--- src/rtl/xbus_pkg.sv ---
package xbus_pkg;
  typedef enum logic [1:0] {
    XK_CODE = 2'd0,
    XK_DRD  = 2'd1,
    XK_DWR  = 2'd2,
    XK_RSVD = 2'd3
  } xkind_e;
endpackage

--- src/rtl/xbus_phase.sv ---
// Free-running machine-cycle phase counter.
module xbus_phase #(
  parameter int CYC_LEN = 12,
  parameter int PH_W    = $clog2(CYC_LEN)
) (
  input  logic            clk,
  input  logic            rst,
  output logic [PH_W-1:0] ph,
  output logic [PH_W-1:0] nph,
  output logic            wrap
);
  localparam logic [PH_W-1:0] LAST = PH_W'(CYC_LEN - 1);

  assign wrap = (ph == LAST);
  assign nph  = wrap ? '0 : ph + 1'b1;

  always_ff @(posedge clk) begin
    if (rst) ph <= '0;
    else     ph <= nph;
  end
endmodule

--- src/rtl/xbus_slot.sv ---
// Holds the access owning the current machine cycle; loads at the cycle boundary.
module xbus_slot
  import xbus_pkg::*;
#(
  parameter int AW = 16,
  parameter int DW = 8
) (
  input  logic          clk,
  input  logic          rst,
  input  logic          wrap,
  input  logic          req_valid,
  input  logic [1:0]    req_kind,
  input  logic [AW-1:0] req_addr,
  input  logic [DW-1:0] req_wdata,
  output logic          act,
  output xkind_e        kind,
  output logic [AW-1:0] addr,
  output logic [DW-1:0] wdata,
  output logic          nact,
  output xkind_e        nkind,
  output logic [AW-1:0] naddr,
  output logic [DW-1:0] nwdata
);
  xkind_e in_kind;
  assign in_kind = xkind_e'(req_kind);

  always_comb begin
    if (wrap) begin
      nact   = req_valid && (in_kind != XK_RSVD);
      nkind  = in_kind;
      naddr  = req_addr;
      nwdata = req_wdata;
    end else begin
      nact   = act;
      nkind  = kind;
      naddr  = addr;
      nwdata = wdata;
    end
  end

  always_ff @(posedge clk) begin
    if (rst) begin
      act   <= 1'b0;
      kind  <= XK_CODE;
      addr  <= '0;
      wdata <= '0;
    end else begin
      act   <= nact;
      kind  <= nkind;
      addr  <= naddr;
      wdata <= nwdata;
    end
  end
endmodule

--- src/rtl/xbus_pins.sv ---
// Registered pin driver: decodes the upcoming phase and access into pin levels.
module xbus_pins
  import xbus_pkg::*;
#(
  parameter int AW        = 16,
  parameter int DW        = 8,
  parameter int CYC_LEN   = 12,
  parameter int PH_W      = $clog2(CYC_LEN),
  parameter int ALE_LAST  = 1,
  parameter int STB_FIRST = 3,
  parameter int STB_LAST  = 10
) (
  input  logic             clk,
  input  logic             rst,
  input  logic [PH_W-1:0]  nph,
  input  logic             nact,
  input  xkind_e           nkind,
  input  logic [AW-1:0]    naddr,
  input  logic [DW-1:0]    nwdata,
  input  logic [DW-1:0]    lo_latch,
  input  logic [AW-DW-1:0] hi_latch,
  output logic [DW-1:0]    ad_out,
  output logic             ad_oe,
  output logic [AW-DW-1:0] hi_out,
  output logic             ale,
  output logic             psen_n,
  output logic             rd_n,
  output logic             wr_n
);
  localparam int HW = AW - DW;
  localparam logic [PH_W-1:0] ALE_END = PH_W'(ALE_LAST);
  localparam logic [PH_W-1:0] S_FIRST = PH_W'(STB_FIRST);
  localparam logic [PH_W-1:0] S_LAST  = PH_W'(STB_LAST);

  logic          addr_win, stb_win;
  logic [DW-1:0] ad_d;
  logic          oe_d;
  logic [HW-1:0] hi_d;

  assign addr_win = nact && (nph <= ALE_END);
  assign stb_win  = nact && (nph >= S_FIRST) && (nph <= S_LAST);

  always_comb begin
    if (!nact) begin
      ad_d = lo_latch;
      oe_d = 1'b1;
      hi_d = hi_latch;
    end else begin
      hi_d = naddr[AW-1:DW];
      if (addr_win) begin
        ad_d = naddr[DW-1:0];
        oe_d = 1'b1;
      end else if (nkind == XK_DWR) begin
        ad_d = nwdata;
        oe_d = 1'b1;
      end else begin
        ad_d = '1;
        oe_d = 1'b0;
      end
    end
  end

  always_ff @(posedge clk) begin
    if (rst) begin
      ad_out <= '1;
      ad_oe  <= 1'b1;
      hi_out <= '1;
      ale    <= 1'b0;
      psen_n <= 1'b1;
      rd_n   <= 1'b1;
      wr_n   <= 1'b1;
    end else begin
      ad_out <= ad_d;
      ad_oe  <= oe_d;
      hi_out <= hi_d;
      ale    <= addr_win;
      psen_n <= !(stb_win && nkind == XK_CODE);
      rd_n   <= !(stb_win && nkind == XK_DRD);
      wr_n   <= !(stb_win && nkind == XK_DWR);
    end
  end
endmodule

--- src/rtl/xbus_resp.sv ---
// Captures the returned byte and raises the completion pulse.
module xbus_resp
  import xbus_pkg::*;
#(
  parameter int DW        = 8,
  parameter int CYC_LEN   = 12,
  parameter int PH_W      = $clog2(CYC_LEN),
  parameter int SAMPLE_PH = 10
) (
  input  logic            clk,
  input  logic            rst,
  input  logic            act,
  input  xkind_e          kind,
  input  logic [PH_W-1:0] ph,
  input  logic [DW-1:0]   ad_in,
  output logic            ack,
  output logic [DW-1:0]   rdata
);
  localparam logic [PH_W-1:0] ACK_PRE = PH_W'(CYC_LEN - 2);
  localparam logic [PH_W-1:0] SMP     = PH_W'(SAMPLE_PH);

  always_ff @(posedge clk) begin
    if (rst) begin
      ack   <= 1'b0;
      rdata <= '0;
    end else begin
      ack <= act && (ph == ACK_PRE);
      if (act && (ph == SMP) && (kind != XK_DWR)) rdata <= ad_in;
    end
  end
endmodule

--- src/rtl/xbus_seq.sv ---
// Multiplexed external memory bus sequencer, top level.
module xbus_seq
  import xbus_pkg::*;
#(
  parameter int AW        = 16,
  parameter int DW        = 8,
  parameter int CYC_LEN   = 12,
  parameter int ALE_LAST  = 1,
  parameter int STB_FIRST = 3,
  parameter int STB_LAST  = 10,
  parameter int SAMPLE_PH = 10
) (
  input  logic             clk,
  input  logic             rst,
  input  logic             req_valid,
  input  logic [1:0]       req_kind,
  input  logic [AW-1:0]    req_addr,
  input  logic [DW-1:0]    req_wdata,
  output logic             req_ack,
  output logic [DW-1:0]    rsp_rdata,
  input  logic [DW-1:0]    lo_latch,
  input  logic [AW-DW-1:0] hi_latch,
  input  logic [DW-1:0]    ad_in,
  output logic [DW-1:0]    ad_out,
  output logic             ad_oe,
  output logic [AW-DW-1:0] hi_out,
  output logic             ale,
  output logic             psen_n,
  output logic             rd_n,
  output logic             wr_n
);
  localparam int PH_W = $clog2(CYC_LEN);

  logic [PH_W-1:0] ph, nph;
  logic            wrap;
  logic            act, nact;
  xkind_e          kind, nkind;
  logic [AW-1:0]   addr, naddr;
  logic [DW-1:0]   wdata, nwdata;

  xbus_phase #(.CYC_LEN(CYC_LEN), .PH_W(PH_W)) u_phase (
    .clk(clk), .rst(rst), .ph(ph), .nph(nph), .wrap(wrap)
  );

  xbus_slot #(.AW(AW), .DW(DW)) u_slot (
    .clk(clk), .rst(rst), .wrap(wrap),
    .req_valid(req_valid), .req_kind(req_kind),
    .req_addr(req_addr), .req_wdata(req_wdata),
    .act(act), .kind(kind), .addr(addr), .wdata(wdata),
    .nact(nact), .nkind(nkind), .naddr(naddr), .nwdata(nwdata)
  );

  xbus_pins #(
    .AW(AW), .DW(DW), .CYC_LEN(CYC_LEN), .PH_W(PH_W),
    .ALE_LAST(ALE_LAST), .STB_FIRST(STB_FIRST), .STB_LAST(STB_LAST)
  ) u_pins (
    .clk(clk), .rst(rst), .nph(nph), .nact(nact), .nkind(nkind),
    .naddr(naddr), .nwdata(nwdata),
    .lo_latch(lo_latch), .hi_latch(hi_latch),
    .ad_out(ad_out), .ad_oe(ad_oe), .hi_out(hi_out), .ale(ale),
    .psen_n(psen_n), .rd_n(rd_n), .wr_n(wr_n)
  );

  xbus_resp #(
    .DW(DW), .CYC_LEN(CYC_LEN), .PH_W(PH_W), .SAMPLE_PH(SAMPLE_PH)
  ) u_resp (
    .clk(clk), .rst(rst), .act(act), .kind(kind), .ph(ph),
    .ad_in(ad_in), .ack(req_ack), .rdata(rsp_rdata)
  );

  logic unused_ok;
  assign unused_ok = ^{addr, wdata};
endmodule

--- config.mk ---
export PLATFORM = sky130hd
export DESIGN_NAME = xbus_seq
export DESIGN_NICKNAME = d
export VERILOG_FILES = /design/src/rtl/xbus_pkg.sv /design/src/rtl/xbus_phase.sv /design/src/rtl/xbus_slot.sv /design/src/rtl/xbus_pins.sv /design/src/rtl/xbus_resp.sv /design/src/rtl/xbus_seq.sv
export SDC_FILE = /design/constraint.sdc
export NUM_CORES = 1
export LEC_CHECK = 0
export ABC_AREA = 1
export BUFFER_PORTS_ARGS = -buffer_cell sky130_fd_sc_hd__buf_2
export CORE_UTILIZATION = 55
export CTS_BUF_LIST = sky130_fd_sc_hd__clkbuf_8
export CTS_CLUSTER_DIAMETER = 50
export DETAILED_ROUTE_END_ITERATION = 10
export GPL_ROUTABILITY_DRIVEN = 1
export PLACE_DENSITY_LB_ADDON = 0.12
export RECOVER_POWER = 25
export SKIP_LAST_GASP = 1
export SYNTH_ARGS = -nofsm -noshare
export SYNTH_HDL_FRONTEND = slang
export SYNTH_HIERARCHICAL = 1
export SYNTH_SLANG_ARGS = --single-unit
--- constraint.sdc ---
create_clock -name clk -period 3.85 [get_ports clk]
set_input_delay 0.1925 -clock clk [delete_from_list [all_inputs] [get_ports clk]]
set_output_delay 0.1925 -clock clk [all_outputs]
set_load 0.02 [all_outputs]
## Word-level counts from Yosys, hierarchy flattened

Cells that the tools add are included.

| cells by class | value |
|---|---|
| mux-type cells | 10 |
| equality and inequality tests | 6 |
| bitwise logic cells | 1 |
| add/subtract/negate cells | 1 |
| magnitude comparators | 3 |
| reductions and logical operators | 14 |

Operator list:

| cell | count |
|---|---|
| 2-to-1 mux 8 bit | 5 |
| 2-to-1 mux 16 bit | 1 |
| logical AND 1 bit | 9 |
| equality test 4 bit, second input constant | 2 |
| adder 4 x 1 -> 4 bit, second input constant | 1 |
| >= comparator 4 x 2 -> 1 bit, second input constant | 1 |
| less-or-equal comparator 4 x 1 -> 1 bit, second input constant | 1 |
| less-or-equal comparator 4 bit, second input constant | 1 |
| 2-to-1 mux 4 bit | 1 |
| != test 2 bit, second input constant | 2 |
| zero test 1 bit | 3 |
| OR reduction 3 bit | 1 |
| equality test 2 x 1 -> 1 bit, second input constant | 1 |
| equality test 2 bit, second input constant | 1 |
| zero test 2 bit | 1 |
| 2-to-1 mux 1 bit | 2 |
| 2-to-1 mux 2 bit | 1 |
| NOT 1 bit | 1 |

| storage, ports and cells | value |
|---|---|
| bits in registers | 61 |
| output and inout bits | 30 |

## Logic depth before layout (Yosys ltp)

Gate-level depths: netlist (run 1).

| logic depth | value |
|---|---|
| depth after elaboration | 7 |
| mapped depth | 14 |
| gate-level depth less buffers | 12 |

## Hierarchy

Netlist (run 1), hierarchy kept.

Modules (own cells, without submodules):

| module | times used | area an instance (sq um) | cells an instance | sequential area each (sq um) |
|---|---|---|---|---|
| xbus_slot | 1 | 1219.9 | 147 | 540.5 |
| xbus_pins | 1 | 912.1 | 118 | 420.4 |
| xbus_resp | 1 | 427.9 | 60 | 180.2 |
| xbus_phase | 1 | 175.2 | 22 | 80.1 |

## Least setup slack after synthesis (run 1)

Ideal clock, no wire load.

| path | value |
|---|---|
| path kind | reg-to-reg |
| from | reg u_phase.ph[0] |
| to | reg u_pins.ad_out[0] |
| setup slack | 2034 ps |
| buffers on the path | 2 |
| library setup time | 115 ps |
| cell stages (with the launch flop) | 15 |
| period minus slack after synthesis | 1816 ps |
| arrival time | 1701 ps |
| cells stage by stage | dfxtp_1 > ha_1 > nand2_1 > nor2_1 > buf_6 > inv_8 > buf_12 > nand2_2 > nand2_1 > inv_1 > nand2_2 > nor2_1 > nand2_1 > nand3_1 > nand2_1 |

| on the way | value |
|---|---|
| longest elaborated chain between the ends | 6 |
| elaborated cells between the ends (all ways) | 13 |
| classes of those cells | add/sub (1); order compare (1); eq/ne (2); mux (8); reduce/logical (1) |

RTL lines:

| element | RTL line | RTL |
|---|---|---|
| start: declaration | xbus_phase.sv:8 | `output logic [PH_W-1:0] ph,` |
| start signal: assignment | xbus_phase.sv:19 | `else ph <= nph;` |
| equality test 4 bit | xbus_phase.sv:14 | `assign wrap = (ph == LAST);` |
| named net wrap | xbus_seq.sv:35 | `logic wrap;` |
| 2-to-1 mux 2 bit | xbus_slot.sv:28 | `if (wrap) begin` |
| named net nkind[0] | xbus_seq.sv:37 | `xkind_e kind, nkind;` |
| equality test 2 bit | xbus_pins.sv:53 | `end else if (nkind == XK_DWR) begin` |
| 2-to-1 mux 8 bit | xbus_pins.sv:53 |  |
| 2-to-1 mux 8 bit | xbus_pins.sv:50 | `if (addr_win) begin` |
| 2-to-1 mux 8 bit | xbus_pins.sv:44 | `if (!nact) begin` |
| end signal: assignment | xbus_pins.sv:65 | `ad_out <= '1;` |
| end signal: assignment | xbus_pins.sv:73 | `ad_out <= ad_d;` |
| end: declaration | xbus_pins.sv:22 | `output logic [DW-1:0] ad_out,` |

The timed path passes the listed nets, and every way through them passes these cells.
A chain may end at the register's enable or synchronous reset.

## Final worst setup path (run 1)

| path | value |
|---|---|
| from | reg u_phase.ph[0] |
| to | reg u_pins.psen_n |

| on the way | value |
|---|---|
| elaborated cells between the ends (all ways) | 12 |
| classes of those cells | add/sub (1); order compare (2); eq/ne (1); mux (3); reduce/logical (5) |

RTL lines:

| element | RTL line | RTL |
|---|---|---|
| equality test 4 bit | xbus_phase.sv:14 |  |
| named net wrap | xbus_seq.sv:35 |  |
| 2-to-1 mux 1 bit | xbus_slot.sv:28 |  |
| named net nact | xbus_seq.sv:36 | `logic act, nact;` |
| logical AND 1 bit (2 in series) | xbus_pins.sv:41 | `assign stb_win = nact && (nph >= S_FIRST) && (nph <= S_LAST);` |
| logical AND 1 bit | xbus_pins.sv:77 | `psen_n <= !(stb_win && nkind == XK_CODE);` |
| zero test 1 bit | xbus_pins.sv:77 |  |
| end signal: assignment | xbus_pins.sv:77 |  |
| end: declaration | xbus_pins.sv:26 | `output logic psen_n,` |

The timed path passes the listed nets, and every way through them passes these cells.

==> results.tsv, run 1 <==
metric	value	unit
yosysWarnings	6	
cp-end-kind	register	
clock_path_buffers	2	
skew	0.005457	ns
wl	5.900	mm
ant_nets	0	
die_area	0.005259	mm²
yosys.area_share.simple	0.3394	
hold_buffers	0	
drtIter0Drc	115	
gp_congestion	0.7792	
grt_usage	0.2365	
clk_latency	0.32	ns
maxCapViolations	0	
max_slew_margin	0.5255	
seq_area_frac_synth	0.4465	
rsz0062_at_grt	false	
min_period	3.032	ns
synth_top_family_by_area	simple AND/OR/NAND/NOR gates	
crit_type	register to register	
post_cts_resized	0	
synthCells	347	
io_pins	83	
synth_xor_xnor_area_share	0	
grt_pass1_vias	2151	
synth_top_area_frac	0.4465	
antenna_found_initial	0	
die_h	72.52	µm
worst_pin_slew	0.7101	ns
clockRootBuffer	clkbuf_8	
slew_violations	0	
total_power	0.001259	W
cp.arrival	3.20	ns
finalSetupViolCount	0	
powerDensity	388.3	mW/mm²
grt_first_pass_wirelength	9.501	mm
viasPerCell	4.922	
layout_setup_ws	0.8179	ns
crit_fanout	19	
fmax	0.3298	GHz
area_growth	18.57	%
post-route-util	0.6821	
std_cell_rows	25	
dr_total_vias	2456	
ys_ff_latch	61	
reg2reg_slack	0.82	ns
hp-class	input pin to register	
nFillCells	452	
synthTopCellsByArea	dfxtp_1 (45%), nand2_1 (15%), a21oi_2 (6.7%)	
grt_max_degree	45	
cts_buffers	9	
netlist_area	0.002735	mm²
synth-compound-area-share	0.1148	
synthMuxAreaShare	0	
synthAdderAreaFrac	0.004575	
synth_nets	401	
peakVddDrop	0.0002551	V
syn_avg_cell_area	7.882	µm²
post-dp-hpwl	4.006	mm
clkSlewWorstSetupHoldPaths	0.06	ns
detailedPlace.worstSlack	0.9277	ns
finalHoldViolCount	0	
grt_overflow	0	
p_leak	1.516	nW
multiInputGateArea	0.001255	mm²
n_antenna_cell	0	
setup_tns	0	ns
seq_area	0.001221	mm²
dieWidth	72.52	µm
drc	0	
post_cts.repair.setup_buffers	0	
worstPathRequired	4.02	ns
synth.distinct_cells	28	
first_pass_iters	4	
tritoncts	yes	
wl_per_cell	11.82	µm
fin_crit_sh	0.7876	
start_util	0.5753	
outcome	finished, final reports clean	
h-tree-depth	3	
cts.sinks	61	
drive_gt1_frac	0.2986	
synth_top_area_cell	dfxtp_1	
core_area	0.004755	mm²
critPathLaunchType	register	
io_buffers	82	
nNetsFinal	482	
==> registers in the layout, summed over array words and instances (netlist names), 2 cells and up <==
signal,count
u_pins/hi_out,8
u_slot/addr,16
u_slot/wdata,8
u_pins/ad_out,8
u_resp/rdata,8
u_phase/ph,4
u_slot/kind,2
==> Yosys cell counts (all sizes together) <==
library cell	instances
clkinv	1
clkbuf	2
nor3	2
buf	12
or2	1
nand4	5
nand2	131
nand3b	7
dfxtp	61
o21ai	1
nor2	22
a21oi	46
ha	1
nand3	30
inv	25
==> cell type report <==
type,instances,area share
Clock inverter,3,0.003858
Tap cell,67,0.02585
Sequential cell,61,0.3765
Inverter,26,0.03241
Clock buffer,12,0.05093
Timing Repair Buffer,84,0.1235
Multi-Input combinational cell,246,0.3870
==> metal layers <==
metal	vias up	global-route usage	wire (µm)
met3	2	0.04306	301
li1	1281	-	-
met4	0	0.1089	25
met1	1113	0.2968	2703
met2	60	0.3946	2870
met5	-	0	0
==> power by group <==
group / leakage [nW] / switching [W] / total (W) / internal, W
Clock: 0.101 / 0.000223 / 0.000500 / 0.000277
Sequential: 0.497 / 0.00000593 / 0.000649 / 0.000643
Combinational: 0.918 / 0.0000669 / 0.000110 / 0.0000435
==> critical path, cell delays in order (launching register included) <==
cell and delay (ns):
dfxtp_1 0.42, ha_1 0.24, nand2_1 0.10, nor2_2 0.56, nand2_1 0.10, inv_1 0.08
nand2_1 0.06, nand2_1 0.53, inv_2 0.30, a21oi_1 0.34, nand4_1 0.16
==> path summary, 6_finish.rpt <==
| check | end | cells after the start | startpoint |
|---|---|---|---|
| setup / recovery | u_pins/psen_n | 10 | u_phase/ph[0] |
| hold / removal | u_pins/hi_out[3] | 3 | hi_latch[3] |
| setup reg to reg | u_pins/psen_n | 10 | u_phase/ph[0] |
| hold reg to reg | u_slot/addr[6] | 2 | u_slot/addr[6] |
==> logic make-up (layout without fill, tap and decap cells) <==
family / count (synthesis) / in the layout
simple gates: 198 / 198
flops: 61 / 61
compound gates: 47 / 47
buf+inv: 40 / 125
fa+ha+maj: 1 / 1
==> metrics by stage <==
| stage | instances | hold slack (ns) | cell area, µm² |
|---|---|---|---|
| after global routing | 499 | 0.06260 | 3243 |
| final | 499 | 0.06561 | 3243 |
| after global placement | 484 | 0.3975 | 3093 |
| after CTS | 499 | 0.05513 | 3271 |
| after floorplan | 347 | 0.2549 | 2735 |
| after detailed placement | 484 | 0.3952 | 3093 |
==> layout by cell type, fill, tap and decap left out, types with 2 or more instances in the layout <==
master      n
clkbuf_8   12
nand3_1    28
nand2_1   110
a21oi_2    21
clkbuf_1   20
a21oi_1    25
buf_4       2
nor3_1      2
dfxtp_1    61
inv_2       3
inv_1      23
buf_2      62
nand4_1     5
nand3b_1    7
nor2_1     19
nand2_2    20
Note: power is estimated with default switching activity, not from simulation.
==> run 2: changes to the inputs <==
Settings changed: CORE_UTILIZATION 55 to 53.
Clock period 3.85 ns to 3.1 ns, I/O delays scaled along.
==> run 2 against run 1 <==
Net effect:
- sequential power is 24% higher
- clock-buffer cell count is 1 higher
- total power is 41% higher
- design area is 2.3% higher
- fmax is 32% higher
- die area is 3.7% higher
- routed wire length is 1.3% lower
- core utilization is 0.20 points higher
- register-to-register slack worse by 0.02 ns
- critical path type unchanged
- largest cell class unchanged
==> results.tsv, run 2 (synthesis gave the netlist of run 1 again) <==
metric	value	unit	change
outcome	finished, final reports clean		
largest_reg_flops	16		unchanged
hold_buffers	0		unchanged
dieWidth	73.84	µm	+1.8%
fin_crit_sh	0.7428		-0.04476
reg2reg_slack	0.80	ns	-0.02 ns
peakVddDrop	0.0002829	V	+11%
h-tree-depth	3		unchanged
post_cts.repair.setup_buffers	0		unchanged
start_util	0.5641		-0.01113
cp-end-kind	register		
skew	0.006520	ns	+0.001063 ns
viasPerCell	4.862		-1.2%
io_pins	83		unchanged
met2_usage	0.3772		-0.01743
p_sw_frac	0.2163		-0.01836
drc	0		unchanged
pwr-share-clk	0.471		+0.074
first_pass_iters	5		+1
worst_r2r_path_depth	10		unchanged
seq_area	0.001221	mm²	unchanged
n_antenna_cell	0		unchanged
area_growth	21.27	%	
post-dp-hpwl	4.064	mm	+1.4%
top_register	u_slot/addr		
rsz0062_at_grt	false		
nNetsFinal	483		+0.21%
use_met1	0.2851		-0.01174
top_usage_layer	met2		
seqPwrFrac	0.453		-0.062
layout_setup_ws	0.7973	ns	-0.02057 ns
core_area	0.004848	mm²	+2.0%
fin_cells	501		+0.40%
worst_pin_slew	0.6571	ns	-0.05300 ns
io_buffers	82		unchanged
crit_fanout	17		-2
grt_overflow	0		unchanged
min_to	u_pins/hi_out[2]		
internal_power	0.001391	W	+44%
grt_pass1_vias	2235		+3.9%
die_h	73.84	µm	+1.8%
wl_per_cell	11.62	µm	-1.7%
cts_buffers	9		unchanged
holdPathStages	3		unchanged
tritoncts	yes		
critPathLaunchType	register		
post_cts_resized	0		unchanged
maxCapViolations	0		unchanged
max_slew_margin	0.5619		+0.03648
grt_max_degree	29		-36%
grt_usage	0.2338		-0.002699
finalHoldViolCount	0		unchanged
r2r_end	u_pins/rd_n		
wl	5.823	mm	-1.3%
dp_cells	485		+0.21%
r2r_start	u_phase/ph[0]		
switchingPower	0.0003840	W	+30%
powerDensity	535.2	mW/mm²	+38%
clockRootBuffer	clkbuf_8		
hp-start	hi_latch[2]		
layout_commonest_cell	nand2_1		
worstPathRequired	3.29	ns	-0.73 ns
drtIter0Drc	78		-32%
clkSlewWorstSetupHoldPaths	0.06	ns	about the same
ant_nets	0		unchanged
crit_type	register to register		
slew_violations	0		unchanged
final_cell_mix	nand2_1 (110), buf_2 (62), dfxtp_1 (61), nand3_1 (28), a21oi_1 (25)		
multiInputGateArea	0.001255	mm²	unchanged
setup_tns	0	ns	unchanged
min_period	2.303	ns	-0.7294 ns
drive_gt1_frac	0.3065		+0.007841
grt_first_pass_wirelength	9.494	mm	about the same
nFillCells	435		-3.8%
die_area	0.005452	mm²	+3.7%
combPwrFrac	0.076		-0.012
hp-class	input pin to register		
grtUsageMet3	0.05624		+0.01319
std_cell_rows	25		unchanged
antenna_found_initial	0		unchanged
p_leak	1.550	nW	+2.3%
clock_path_buffers	2		unchanged
detailedPlace.worstSlack	0.8305	ns	-0.09718 ns
dr_total_vias	2436		-0.81%
finalSetupViolCount	0		unchanged
clk_latency	0.33	ns	about the same
fmax	0.4343	GHz	+32%
cp.arrival	2.49	ns	-0.71 ns
cts.sinks	61		unchanged
gp_congestion	0.8615		+11%
run 2: per-stage QoR:
step | total power [W] | hold WS, ns | cell area (µm²) | util
2_1_floorplan | 0.0009035 | 0.2174 | 2735 | -
4_1_cts | 0.001792 | 0.01443 | 3344 | 0.6898
6_report | 0.001775 | 0.02507 | 3317 | 0.6841
3_3_place_gp | 0.0009590 | 0.3577 | 3100 | 0.6395
3_5_place_dp | 0.0009609 | 0.3601 | 3100 | 0.6395
5_1_grt | 0.001847 | 0.02360 | 3317 | 0.6841
run 2: final cells by class:
cell class / count / share of cell area
tap: 67 / 0.02527
timing repair buffer: 85 / 0.1230
clock buffer: 13 / 0.05394
clock inverter: 3 / 0.01962
sequential: 61 / 0.3682
inverter: 26 / 0.03169
multi-input combinational: 246 / 0.3783
run 2: how the worst max path moves through the flow:
stage,from,to,slack (ns),depth (start not counted)
after floorplan,u_phase/ph[0],u_pins/ad_out[0],1.28,14
after global placement,u_phase/ph[0],u_pins/wr_n,0.93,10
after detailed placement,u_phase/ph[0],u_pins/rd_n,0.83,10
after CTS,u_phase/ph[0],u_pins/rd_n,0.82,10
after global routing,u_phase/ph[0],u_pins/wr_n,0.54,10
final,u_phase/ph[0],u_pins/rd_n,0.80,10
run 2: power by group through the flow:
stage	logic, W	registers (W)	clock network [W]
2_1_floorplan	0.0000666	0.000837	0
6_report	0.000135	0.000805	0.000835
5_1_grt	0.000151	0.000806	0.000890
4_1_cts	0.000139	0.000805	0.000848
3_3_place_gp	0.000137	0.000822	0
3_5_place_dp	0.000138	0.000822	0
run 2: critical path: stages, from the launching register on:
cell and delay [ns]:
dfxtp_1 0.41, ha_1 0.22, nand2_1 0.09, nor2_2 0.28, nand2_1 0.08, inv_1 0.06, nand2_1 0.07, nand2_1 0.31
inv_2 0.24, a21oi_1 0.28, nand4_1 0.13
run 2: routing by layer:
metal	part of all wire	vias to the layer above
met3	0.042	11
met5	0	-
li1	-	1276
met1	0.47	1083
met4	0.019	0
met2	0.47	66
